<file path="src/rtl/hwloop_pkg.sv">
package hwloop_pkg;

   // Error flags raised by one executed instruction.
   typedef struct packed {
      logic zero_cnt;
      logic bad_end;
      logic stack_full;
      logic start_at_end;
      logic xfer_at_end;
   } loop_err_t;

   localparam int unsigned DEF_CNT_W = 32;

endpackage

</file>
<file path="src/rtl/hwloop_stack.sv">
module hwloop_stack #(
   parameter int unsigned DEPTH = 8,
   parameter int unsigned PC_W  = 10,
   parameter int unsigned CNT_W = 32,
   parameter int unsigned SPW   = $clog2(DEPTH + 1),
   parameter int unsigned IDXW  = $clog2(DEPTH)
) (
   input  logic             clk_i,
   input  logic             rst_ni,
   input  logic             push_i,
   input  logic [PC_W-1:0]  push_start_i,
   input  logic [PC_W-1:0]  push_end_i,
   input  logic [CNT_W-1:0] push_cnt_i,
   input  logic [SPW-1:0]   pop_n_i,
   input  logic             dec_i,
   input  logic [IDXW-1:0]  dec_idx_i,
   output logic [SPW-1:0]   sp_o,
   output logic [PC_W-1:0]  start_o [DEPTH],
   output logic [PC_W-1:0]  end_o   [DEPTH],
   output logic [CNT_W-1:0] cnt_o   [DEPTH]
);

   logic [SPW-1:0] sp_q;

   always_ff @(posedge clk_i or negedge rst_ni) begin
      if (!rst_ni)     sp_q <= '0;
      else if (push_i) sp_q <= sp_q + SPW'(1);
      else             sp_q <= sp_q - pop_n_i;
   end

   assign sp_o = sp_q;

   for (genvar l = 0; l < DEPTH; l++) begin : g_lvl
      logic [PC_W-1:0]  s_q;
      logic [PC_W-1:0]  e_q;
      logic [CNT_W-1:0] c_q;

      always_ff @(posedge clk_i or negedge rst_ni) begin
         if (!rst_ni) begin
            s_q <= '0;
            e_q <= '0;
            c_q <= '0;
         end else if (push_i && sp_q == SPW'(l)) begin
            s_q <= push_start_i;
            e_q <= push_end_i;
            c_q <= push_cnt_i;
         end else if (!push_i && dec_i && dec_idx_i == IDXW'(l)) begin
            c_q <= c_q - CNT_W'(1);
         end
      end

      assign start_o[l] = s_q;
      assign end_o[l]   = e_q;
      assign cnt_o[l]   = c_q;
   end

   AST_SP_BOUND: assert property (@(posedge clk_i) disable iff (!rst_ni)
      sp_q <= SPW'(DEPTH));
   AST_NO_PUSH_FULL: assert property (@(posedge clk_i) disable iff (!rst_ni)
      push_i |-> sp_q < SPW'(DEPTH));
   AST_POP_BOUND: assert property (@(posedge clk_i) disable iff (!rst_ni)
      pop_n_i <= sp_q);

endmodule

</file>
<file path="src/rtl/hwloop_seek.sv">
module hwloop_seek #(
   parameter int unsigned DEPTH = 8,
   parameter int unsigned PC_W  = 10,
   parameter int unsigned CNT_W = 32,
   parameter int unsigned SPW   = $clog2(DEPTH + 1),
   parameter int unsigned IDXW  = $clog2(DEPTH)
) (
   input  logic [PC_W-1:0]  pc_i,
   input  logic [SPW-1:0]   sp_i,
   input  logic [PC_W-1:0]  start_i [DEPTH],
   input  logic [PC_W-1:0]  end_i   [DEPTH],
   input  logic [CNT_W-1:0] cnt_i   [DEPTH],
   output logic             hit_o,
   output logic [SPW-1:0]   pop_n_o,
   output logic             dec_o,
   output logic [IDXW-1:0]  dec_idx_o,
   output logic [PC_W-1:0]  tgt_o
);

   logic [DEPTH-1:0] match;
   logic [DEPTH-1:0] last;

   for (genvar l = 0; l < DEPTH; l++) begin : g_cmp
      assign match[l] = (SPW'(l) < sp_i) && (end_i[l] == pc_i);
      assign last[l]  = (cnt_i[l] == CNT_W'(1));
   end

   // Walk down from the top: retire finished entries sharing this end
   // address, and stop at the first one that still has iterations left.
   always_comb begin
      logic done;
      done      = 1'b0;
      hit_o     = 1'b0;
      pop_n_o   = '0;
      dec_o     = 1'b0;
      dec_idx_o = '0;
      for (int k = DEPTH - 1; k >= 0; k--) begin
         if (!done && SPW'(k) < sp_i) begin
            if (match[k]) begin
               hit_o = 1'b1;
               if (last[k]) begin
                  pop_n_o = pop_n_o + SPW'(1);
               end else begin
                  dec_o     = 1'b1;
                  dec_idx_o = IDXW'(k);
                  done      = 1'b1;
               end
            end else begin
               done = 1'b1;
            end
         end
      end
   end

   assign tgt_o = start_i[dec_idx_o];

endmodule

</file>
<file path="src/rtl/hwloop_guard.sv">
module hwloop_guard
   import hwloop_pkg::*;
#(
   parameter int unsigned IMEM_WORDS = 1024,
   parameter int unsigned DEPTH      = 8,
   parameter int unsigned PC_W       = 10,
   parameter int unsigned CNT_W      = 32,
   parameter int unsigned LEN_W      = 8,
   parameter int unsigned SPW        = $clog2(DEPTH + 1)
) (
   input  logic             vld_i,
   input  logic             loop_req_i,
   input  logic             is_xfer_i,
   input  logic [CNT_W-1:0] cnt_i,
   input  logic [PC_W-1:0]  pc_i,
   input  logic [LEN_W-1:0] body_len_i,
   input  logic [SPW-1:0]   sp_i,
   input  logic             at_end_i,
   output logic [PC_W-1:0]  end_o,
   output loop_err_t        err_o
);

   localparam logic [PC_W:0] TOP_WORD = (PC_W + 1)'(IMEM_WORDS - 1);

   logic [PC_W:0] end_ext;
   logic          start;

   assign end_ext = {1'b0, pc_i} + (PC_W + 1)'(body_len_i) + (PC_W + 1)'(1);
   assign end_o   = end_ext[PC_W-1:0];
   assign start   = vld_i && loop_req_i;

   always_comb begin
      err_o              = '0;
      err_o.zero_cnt     = start && (cnt_i == '0);
      err_o.bad_end      = start && (end_ext > TOP_WORD);
      err_o.stack_full   = start && (sp_i == SPW'(DEPTH));
      err_o.start_at_end = start && at_end_i;
      err_o.xfer_at_end  = vld_i && is_xfer_i && at_end_i;
   end

endmodule

</file>
<file path="src/rtl/hwloop_ctrl.sv">
module hwloop_ctrl
   import hwloop_pkg::*;
#(
   parameter int unsigned IMEM_WORDS  = 1024,
   parameter int unsigned STACK_DEPTH = 8,
   parameter int unsigned CNT_W       = DEF_CNT_W,
   parameter int unsigned IMM_W       = 10,
   parameter int unsigned LEN_W       = 8,
   parameter int unsigned PC_W        = $clog2(IMEM_WORDS)
) (
   input  logic             clk_i,
   input  logic             rst_ni,
   input  logic             insn_vld_i,
   input  logic [PC_W-1:0]  pc_i,
   input  logic             is_xfer_i,
   input  logic             loop_req_i,
   input  logic             cnt_imm_sel_i,
   input  logic [IMM_W-1:0] cnt_imm_i,
   input  logic [CNT_W-1:0] cnt_reg_i,
   input  logic [LEN_W-1:0] body_len_i,
   output logic             redir_vld_o,
   output logic [PC_W-1:0]  redir_pc_o,
   output logic             err_zero_cnt_o,
   output logic             err_bad_end_o,
   output logic             err_stack_full_o,
   output logic             err_start_at_end_o,
   output logic             err_xfer_at_end_o
);

   localparam int unsigned SPW  = $clog2(STACK_DEPTH + 1);
   localparam int unsigned IDXW = $clog2(STACK_DEPTH);

   if (STACK_DEPTH < 2) begin : g_bad_depth
      $error("STACK_DEPTH must be at least 2");
   end
   if (LEN_W > PC_W) begin : g_bad_len
      $error("LEN_W must not exceed PC_W");
   end
   if (IMM_W > CNT_W) begin : g_bad_imm
      $error("IMM_W must not exceed CNT_W");
   end
   if (IMEM_WORDS > (1 << PC_W)) begin : g_bad_pcw
      $error("PC_W too narrow for IMEM_WORDS");
   end

   logic [CNT_W-1:0] cnt_sel;
   logic [SPW-1:0]   sp;
   logic [PC_W-1:0]  ent_start [STACK_DEPTH];
   logic [PC_W-1:0]  ent_end   [STACK_DEPTH];
   logic [CNT_W-1:0] ent_cnt   [STACK_DEPTH];
   logic             hit;
   logic [SPW-1:0]   pop_n;
   logic             dec;
   logic [IDXW-1:0]  dec_idx;
   logic [PC_W-1:0]  tgt;
   logic [PC_W-1:0]  new_end;
   loop_err_t        errs;
   logic             any_err;
   logic             push;
   logic             retire;

   assign cnt_sel = cnt_imm_sel_i ? CNT_W'(cnt_imm_i) : cnt_reg_i;

   hwloop_seek #(
      .DEPTH(STACK_DEPTH), .PC_W(PC_W), .CNT_W(CNT_W), .SPW(SPW), .IDXW(IDXW)
   ) u_seek (
      .pc_i     (pc_i),
      .sp_i     (sp),
      .start_i  (ent_start),
      .end_i    (ent_end),
      .cnt_i    (ent_cnt),
      .hit_o    (hit),
      .pop_n_o  (pop_n),
      .dec_o    (dec),
      .dec_idx_o(dec_idx),
      .tgt_o    (tgt)
   );

   hwloop_guard #(
      .IMEM_WORDS(IMEM_WORDS), .DEPTH(STACK_DEPTH), .PC_W(PC_W),
      .CNT_W(CNT_W), .LEN_W(LEN_W), .SPW(SPW)
   ) u_guard (
      .vld_i     (insn_vld_i),
      .loop_req_i(loop_req_i),
      .is_xfer_i (is_xfer_i),
      .cnt_i     (cnt_sel),
      .pc_i      (pc_i),
      .body_len_i(body_len_i),
      .sp_i      (sp),
      .at_end_i  (hit),
      .end_o     (new_end),
      .err_o     (errs)
   );

   assign any_err = |errs;
   assign push    = insn_vld_i && loop_req_i && !any_err;
   assign retire  = insn_vld_i && !loop_req_i && hit && !any_err;

   hwloop_stack #(
      .DEPTH(STACK_DEPTH), .PC_W(PC_W), .CNT_W(CNT_W), .SPW(SPW), .IDXW(IDXW)
   ) u_stack (
      .clk_i       (clk_i),
      .rst_ni      (rst_ni),
      .push_i      (push),
      .push_start_i(pc_i + PC_W'(1)),
      .push_end_i  (new_end),
      .push_cnt_i  (cnt_sel),
      .pop_n_i     (retire ? pop_n : '0),
      .dec_i       (retire && dec),
      .dec_idx_i   (dec_idx),
      .sp_o        (sp),
      .start_o     (ent_start),
      .end_o       (ent_end),
      .cnt_o       (ent_cnt)
   );

   assign redir_vld_o        = retire && dec;
   assign redir_pc_o         = tgt;
   assign err_zero_cnt_o     = errs.zero_cnt;
   assign err_bad_end_o      = errs.bad_end;
   assign err_stack_full_o   = errs.stack_full;
   assign err_start_at_end_o = errs.start_at_end;
   assign err_xfer_at_end_o  = errs.xfer_at_end;

   AST_ERR_FREEZE: assert property (@(posedge clk_i) disable iff (!rst_ni)
      any_err |=> sp == $past(sp));
   AST_PUSH_GROWS: assert property (@(posedge clk_i) disable iff (!rst_ni)
      push |=> sp == $past(sp) + SPW'(1));
   AST_DONE_SHRINKS: assert property (@(posedge clk_i) disable iff (!rst_ni)
      (retire && !redir_vld_o) |=> sp < $past(sp));
   AST_XFER_NO_REDIR: assert property (@(posedge clk_i) disable iff (!rst_ni)
      (insn_vld_i && is_xfer_i && hit) |-> !redir_vld_o);
   AST_REDIR_IN_MEM: assert property (@(posedge clk_i) disable iff (!rst_ni)
      redir_vld_o |-> ({1'b0, redir_pc_o} < (PC_W + 1)'(IMEM_WORDS)));

endmodule

</file>
<file path="config.mk">
export PLATFORM = sky130hd
export DESIGN_NAME = hwloop_ctrl
export DESIGN_NICKNAME = d
export VERILOG_FILES = /design/src/rtl/hwloop_pkg.sv /design/src/rtl/hwloop_stack.sv /design/src/rtl/hwloop_seek.sv /design/src/rtl/hwloop_guard.sv /design/src/rtl/hwloop_ctrl.sv
export SDC_FILE = /design/constraint.sdc
export NUM_CORES = 1
export LEC_CHECK = 0
export ABC_AREA = 1
export BUFFER_PORTS_ARGS = -buffer_cell sky130_fd_sc_hd__buf_2
export CAP_MARGIN = 20
export CORE_MARGIN = 2
export CORE_UTILIZATION = 55
export CTS_BUF_LIST = sky130_fd_sc_hd__clkbuf_2
export CTS_CLUSTER_SIZE = 20
export DETAILED_ROUTE_END_ITERATION = 7
export PLACE_DENSITY = 0.77
export SETUP_SLACK_MARGIN = 0.02
export SLEW_MARGIN = 20
export SYNTH_ARGS = -nofsm -noshare
export SYNTH_HDL_FRONTEND = slang
export SYNTH_SLANG_ARGS = --single-unit
export TNS_END_PERCENT = 20
</file>
<file path="constraint.sdc">
create_clock -name clk_i -period 14.24 [get_ports clk_i]
set_input_delay 2.848 -clock clk_i [delete_from_list [all_inputs] [get_ports clk_i]]
set_output_delay 2.848 -clock clk_i [all_outputs]
set_load 0.02 [all_outputs]
</file>
==> metrics.md, run 1 <==
| Metric | Value |
|---|---|
| Status | `finished with violations` |
| Failing checks | `design-rule violations` |
| CP Capture Type | `output pin` |
| Slew @ Worst Pin | `1.19 ns` |
| Max Cap Viol | `0` |
| Pre-antenna DRT Iters | `8` |
| Synthesized flop and latch total | `420` |
| Detailed Place HPWL | `56.1 mm` |
| Worst-path clk slew | `0.08 ns` |
| Worst Skew | `0.158 ns` |
| Synth Area per Inst | `7.37 um2` |
| Crit Path Max Fanout | `23` |
| Final Max Slew Viols | `0` |
| Global-route wire length before repair | `131 mm` |
| Setup violators final | `0` |
| Fmax | `98.2 MHz` |
| Final hold viol count | `0` |
| Register-to-register setup slack | `8.32 ns` |
| GR Overflow Total | `0` |
| Vias in the first global route | `24,100` |
| CTS root buf | `clkbuf_2` |
| Worst Path Required | `11.39 ns` |
| DRC violations left | `1` |
| Rows | `80` |
| Async S/R FF share, synth | `100%` |
| Synth Flop Type | `dfrtp_1` |
| Setup TNS | `0 ns` |
| Initial core utilization | `55.9%` |
| Initial DRC count | `2,398` |
| Yosys cell types | `64` |
| CP max stage delay | `0.98 ns` |
| Final worst setup slack | `4.06 ns` |
| Die Y | `225 um` |
| Worst slack, placed | `4.21 ns` |
| Layout Nets | `3,816` |
| Syn Inst Count | `3,629` |
| Vias | `25,200` |
| Maximum VDD drop | `0.0980 mV` |
| CTS tree | `done` |
| Critical Path Most Common Cell | `nand2_1` |
| Critical path's slowest cell | `nand3_1` |
| Drt wl/cell | `18.8 um` |
| GP Congestion | `0.988` |
| Cell-by-cell trace of the critical path | `buf_2 -> inv_1 -> or2_2 -> nand2_1 -> nor2_1 -> nand4_1 -> nor2_1 -> nand3_1 -> nand2_1 -> nand2_2 -> nor2_4 -> nand3_2 -> inv_1 -> nand2_1 -> nand2_1 -> nor2_2 -> nand3_1 -> o21ai_0 -> a221oi_1 -> a21oi_1 -> buf_2` |
| Clock sink total | `420` |
| Layout cells sized above 1 | `11.0%` |
| PD cells | `162 nW/um2` |
| Die area | `50,400 um2` |
| Leak Pwr | `14.0 nW` |
| Sequential-to-total area share from yosys stat | `39.3%` |
| Gr usage total | `33.3%` |
| Relative slew slack | `20.3%` |
| Initial antenna violation count | `2` |
| Resized Gates After CTS | `0` |
| Top Ports | `82` |
| Cell area after synthesis | `26,800 um2` |
| Class of the most critical setup path | `in -> out` |
| Layout Utilization | `59.7%` |
| PortBufs | `81` |
| WL final | `82.9 mm` |
| Number of setup buffers added after CTS | `0` |
| Vias/cell | `5.72` |
| Std-Cell Core Area | `47,800 um2` |
| Critical path startpoint category | `input pin` |
| Worst-Skew Late Latency | `1.24 ns` |
| CTS Buf Count | `107` |
| Hold Path Stages | `2` |
| Post-route ant nets | `0` |
| Post-synth EDFFs | `0` |
| Largest net degree at the start of global routing | `110` |
| Fin crit period | `10.18 ns` |
| Die W | `225 um` |
| R2R cell count | `44` |
| Max Root-Sink Buffers | `3` |
| H-tree Lvls | `3` |
| Syn_nets | `3,732` |
| Cts hold-fix bufs | `0` |
| Hold WC Path Type | `reg -> reg` |
| Synth-to-Final Area Change | `6.86%` |
| Tcrit/Tclk final | `71.5%` |
| Synth Warn # | `0` |
| RSZ-0062 raised after global routing | `no` |
| Worst Path Arrival | `7.33 ns` |
==> per-layer routing <==
| layer | vias to the layer above | wire length [um] | track usage (%) |
|---|---|---|---|
| met5 | - | 0 | 0 |
| met4 | 0 | 4780 | 18.9 |
| met3 | 266 | 7060 | 6.43 |
| met2 | 1090 | 37300 | 52.8 |
| met1 | 11800 | 33800 | 42.9 |
| li1 | 12100 | - | - |
==> report_power, final <==
group          internal, mW  switching (mW)
combinational         0.636            1.01
clock                 0.373           0.540
sequential             1.64           0.434
==> layout by cell type, fill, tap and decap left out, types with 120 or more instances in the layout <==
cell type    n
nand3_1    201
a21oi_1    120
dfrtp_1    420
inv_1      326
nor3_1     149
nand2_1    769
o21ai_0    270
xor2_1     171
nor2_1     486
clkbuf_2   145
==> sequential cells by signal, indices dropped and copies added (netlist names) <==
name	count
u_stack.sp_o	4
u_stack.g_lvl.s_q	80
u_stack.g_lvl.c_q	256
u_stack.g_lvl.e_q	80
==> cells in the mapped netlist, types with 4 or more instances <==
library cell,number,area (um2)
a211oi_1,11,82.6
a21oi_1,120,601
a221oi_1,10,87.6
a22o_1,4,35.0
a22oi_1,7,52.6
a31oi_1,32,200
buf_1,9,33.8
buf_2,46,230
buf_4,15,113
buf_6,9,101
clkbuf_1,66,248
clkinv_1,5,18.8
dfrtp_1,420,10500
ha_1,35,438
inv_1,327,1230
inv_2,13,48.8
mux2_2,7,78.8
nand2_1,772,2900
nand2_2,18,113
nand2_4,7,78.8
nand3_1,201,1010
nand3b_1,8,60.1
nand4_1,83,519
nor2_1,487,1830
nor2_2,31,194
nor2_4,4,45.0
nor2_8,4,80.1
nor3_1,149,746
nor3_2,6,60.1
nor4_1,57,357
o2111ai_1,8,70.1
o211ai_1,16,120
o21ai_0,271,1360
o21ai_1,21,105
o31ai_1,4,30.0
or2_2,26,163
xnor2_1,107,937
xor2_1,171,1500
==> stage by stage <==
step	instances	power, mW	hold slack [ns]	area [um2]
final	4409	4.63	0.490	28600
after global routing	4409	4.99	0.512	28600
after floorplan	3629	3.23	0.453	26800
after global placement	4219	3.65	0.466	27500
after detailed placement	4219	3.70	0.473	27500
after CTS	4405	4.62	0.495	28600
==> worst paths after layout <==
check,from,end
min in group asynchronous,rst_ni,u_stack.g_lvl[5].c_q[10]$_DFFE_PN0P_
hold / removal,u_stack.g_lvl[2].s_q[3]$_DFFE_PN0P_,u_stack.g_lvl[2].s_q[3]$_DFFE_PN0P_
setup reg to reg,u_stack.sp_o[3]$_DFF_PN0_,u_stack.sp_o[3]$_DFF_PN0_
hold reg to reg,u_stack.g_lvl[2].s_q[3]$_DFFE_PN0P_,u_stack.g_lvl[2].s_q[3]$_DFFE_PN0P_
setup / recovery,pc_i[3],redir_pc_o[7]
max in group asynchronous,rst_ni,u_stack.g_lvl[5].e_q[4]$_DFFE_PN0P_
==> critical path, delay by kind of cell <==
| kind | cells | cell delay [ns] |
|---|---|---|
| buffers and inverters | 4 | 0.80 |
| AND/OR/NAND/NOR | 14 | 2.79 |
| AO/OA/AOI/OAI | 3 | 0.86 |
==> cell families after synthesis <==
kind of cell,after synthesis,share of synthesized area (%)
adders and majority gates,37,1.79
xor gates and xnor gates,278,9.10
DFF,420,39.3
AOI/OAI and AO/OA,522,10.9
buffers and inverters,492,7.60
muxes,8,0.332
and+or+nand+nor,1872,31.0
==> layout make-up <==
class | instances | area [um2]
Antenna cell | 4 | 10.0
Clock buffer | 145 | 726
Clock inverter | 41 | 322
Fill cell | 4457 | 19300
Inverter | 347 | 1310
Multi-Input combinational cell | 2717 | 14200
Sequential cell | 420 | 10500
Tap cell | 615 | 769
Timing Repair Buffer | 120 | 708
No activity file was read; power rests on OpenSTA's default activity.
==> run 2: changes to the inputs <==
- ABC_AREA: 1 -> 0
- clock period: 14.24 -> 10.13 ns (I/O delays scaled with it)
==> run 2 against run 1 <==
Effect of this change:
- the run now ends clean
- critical path depth shrank 8
- combinational power up 45%
- first-iteration DRC count is 5.7% lower
- synthesized cell count down 21%
- total power grew 45%
- sequential power increased by 52%
- critical path type unchanged
- critical endpoint unchanged
==> metrics.md, run 2 <==
| Metric | Value |
|---|---|
| PortBufs | `81` |
| Final hold viol count | `0` |
| Vias | `22,300` |
| Yosys cell types | `97` |
| Largest net degree at the start of global routing | `150` |
| Commonest non-fill, non-tap cell in the layout | `nand2_1` |
| Most frequent cells in the layout | `463 x nand2_1, 420 x dfrtp_1, 266 x o21ai_0` |
| Top Ports | `82` |
| Layout cells sized above 1 | `13.2%` |
| Largest family of logic cells by synthesized area | `simple AND/OR/NAND/NOR gates` |
| Vias/cell | `6.21` |
| PD cells | `251 nW/um2` |
| Synth Flop Type | `dfrtp_1` |
| Pre-antenna DRT Iters | `8` |
| Top delay family on crit path | `simple AND/OR/NAND/NOR gates` |
| Slew @ Worst Pin | `1.23 ns` |
| Std-Cell Core Area | `44,400 um2` |
| Final std cell area, no fill | `26,800 um2` |
| Post-synth top area share | `42.3%` |
| WL final | `78.4 mm` |
| Layout Nets | `3,030` |
| Resized Gates After CTS | `0` |
| CTS root buf | `clkbuf_2` |
| Most area-consuming cells after synthesis | `dfrtp_1 42%, xnor2_1 7.3%, nand2_1 7.0%` |
| Gr usage total | `33.4%` |
| Global-route wire length before repair | `121 mm` |
| Biggest area consumer among synthesized cells | `dfrtp_1` |
| Max Cap Viol | `0` |
| Async S/R FF share, synth | `100%` |
| Largest Register | `u_stack.g_lvl.c_q` |
| Synth-to-Final Area Change | `7.75%` |
| Worst slack, placed | `1.67 ns` |
| Status | `completed` |
| Die area | `46,900 um2` |
| Leak Pwr | `11.3 nW` |
| Critical path's slowest cell | `nor3_1` |
| DRC violations left | `0` |
| Post-synth EDFFs | `0` |
| H-tree Lvls | `3` |
| Initial core utilization | `55.9%` |
| Detailed Place HPWL | `52.9 mm` |
| Clock sink total | `420` |
| Number of setup buffers added after CTS | `0` |
| GP Congestion | `0.942` |
| Drt wl/cell | `21.8 um` |
| Max Root-Sink Buffers | `3` |
| Simple-gate area share of the yosys netlist | `24.9%` |
| RSZ-0062 raised after global routing | `no` |
| Setup TNS | `0 ns` |
| Buf/Inv on CP | `3` |
| Crit Path Max Fanout | `25` |
| Die Y | `216 um` |
| Critical path startpoint category | `input pin` |
| Hold WC Path Type | `reg -> reg` |
| Placed Instance Area | `25,800 um2` |
| Post-synth top cells | `465 x nand2_1, 420 x dfrtp_1, 266 x o21ai_0, 263 x nor2_1, 208 x xnor2_1` |
| Tot Pwr | `6.72 mW` |
| Worst Hold Slack | `0.488 ns` |
| Initial antenna violation count | `2` |
| Final Max Slew Viols | `0` |
| Syn_nets | `2,952` |
| Synth Area per Inst | `8.71 um2` |
| Final std cells w/o fill | `3,597` |
| Cell area after synthesis | `24,800 um2` |
| CP Capture Type | `output pin` |
| Fin crit period | `8.61 ns` |
| CP max stage delay | `0.82 ns` |
| Syn Inst Count | `2,849` |
| Die W | `216 um` |
| Worst Skew | `0.122 ns` |
| Cell-by-cell trace of the critical path | `buf_2 -> xnor2_1 -> nand4_1 -> nor3_1 -> a21oi_2 -> or4_4 -> o21a_1 -> inv_1 -> o21ai_0 -> a21oi_1 -> a21oi_1 -> mux2i_1 -> buf_2` |
| Setup violators final | `0` |
| Compound-Gate Fraction of Synth Area | `13.3%` |
| Final worst setup slack | `1.52 ns` |
| Fmax | `116 MHz` |
| Initial DRC count | `2,261` |
| Worst Path Arrival | `6.58 ns` |
| Tcrit/Tclk final | `85.0%` |
| Post-route ant nets | `0` |
| Layout Utilization | `60.2%` |
| Maximum VDD drop | `0.122 mV` |
| GR Overflow Total | `0` |
| Worst Path Required | `8.10 ns` |
| Max reg flops | `256` |
| Synthesized flop and latch total | `420` |
| CTS Buf Count | `107` |
| Largest regs | `u_stack.g_lvl.c_q: 256 flops, u_stack.g_lvl.e_q: 80 flops, u_stack.g_lvl.s_q: 80 flops` |
| Worst-Skew Late Latency | `1.21 ns` |
| Rows | `77` |
| CTS tree | `done` |
| Worst-path clk slew | `0.10 ns` |
| Relative slew slack | `16.1%` |
| Synth Warn # | `0` |
| Post-synthesis adder-cell area fraction | `1.97%` |
| XOR/XNOR Fraction of Synth Area | `11.6%` |
| Dpl cells | `3,409` |
| Cts hold-fix bufs | `0` |
| Mux cell area share after synthesis | `3.01%` |
| Count leader, synth | `nand2_1` |
| Sequential-to-total area share from yosys stat | `42.3%` |
| Class of the most critical setup path | `in -> out` |
| Vias in the first global route | `21,700` |
run 2: cell families (layout without fill, tap and decap cells):
group	count (synthesis)	count (layout)
XOR/XNOR	323	323
AND/OR/NAND/NOR	1248	1248
buffers and inverters	184	338
multiplexers	71	71
other	0	2
AO/OA/AOI/OAI	565	565
flip-flops	420	420
adder cells (fa/ha/maj)	38	38
run 2: layout make-up:
type,count,area [um2]
antenna,2,5.00
inverter,37,139
sequential,420,10500
timing repair buffer,116,723
tap,592,741
clock inverter,47,262
clock buffer,138,691
multi-input combinational,2245,13700
fill,3863,17700
run 2: worst min-delay path, delay by kind of cell (launching register included):
kind	cells	cell delay [ns]
flip-flops	1	0.35
AO/OA/AOI/OAI	1	0.06
AND/OR/NAND/NOR	1	0.04
run 2: power breakdown:
group          switching (mW)  internal, mW
clock network           0.761         0.434
registers               0.718          2.43
logic                    1.38          1.00
run 2: final timing paths:
kind | start | slack, ns | depth (start not counted) | end
min | u_stack.g_lvl[1].s_q[7]$_DFFE_PN0P_ | 0.49 | 2 | u_stack.g_lvl[1].s_q[7]$_DFFE_PN0P_
min in group asynchronous | rst_ni | 0.75 | 1 | u_stack.g_lvl[7].c_q[13]$_DFFE_PN0P_
min reg2reg | u_stack.g_lvl[1].s_q[7]$_DFFE_PN0P_ | 0.49 | 2 | u_stack.g_lvl[1].s_q[7]$_DFFE_PN0P_
max reg2reg | u_stack.g_lvl[6].c_q[3]$_DFFE_PN0P_ | 2.85 | 29 | u_stack.sp_o[3]$_DFF_PN0_
max | pc_i[0] | 1.52 | 13 | redir_pc_o[7]
max in group asynchronous | rst_ni | 8.20 | 2 | u_stack.g_lvl[3].c_q[26]$_DFFE_PN0P_
run 2: per-layer routing:
metal	GRT usage (%)	vias to the layer above	part of all wire, %
met5	0	-	0
met4	16.8	0	5.1
met3	6.60	267	10
met2	52.4	1169	45
met1	44.3	10800	40
li1	-	10100	-
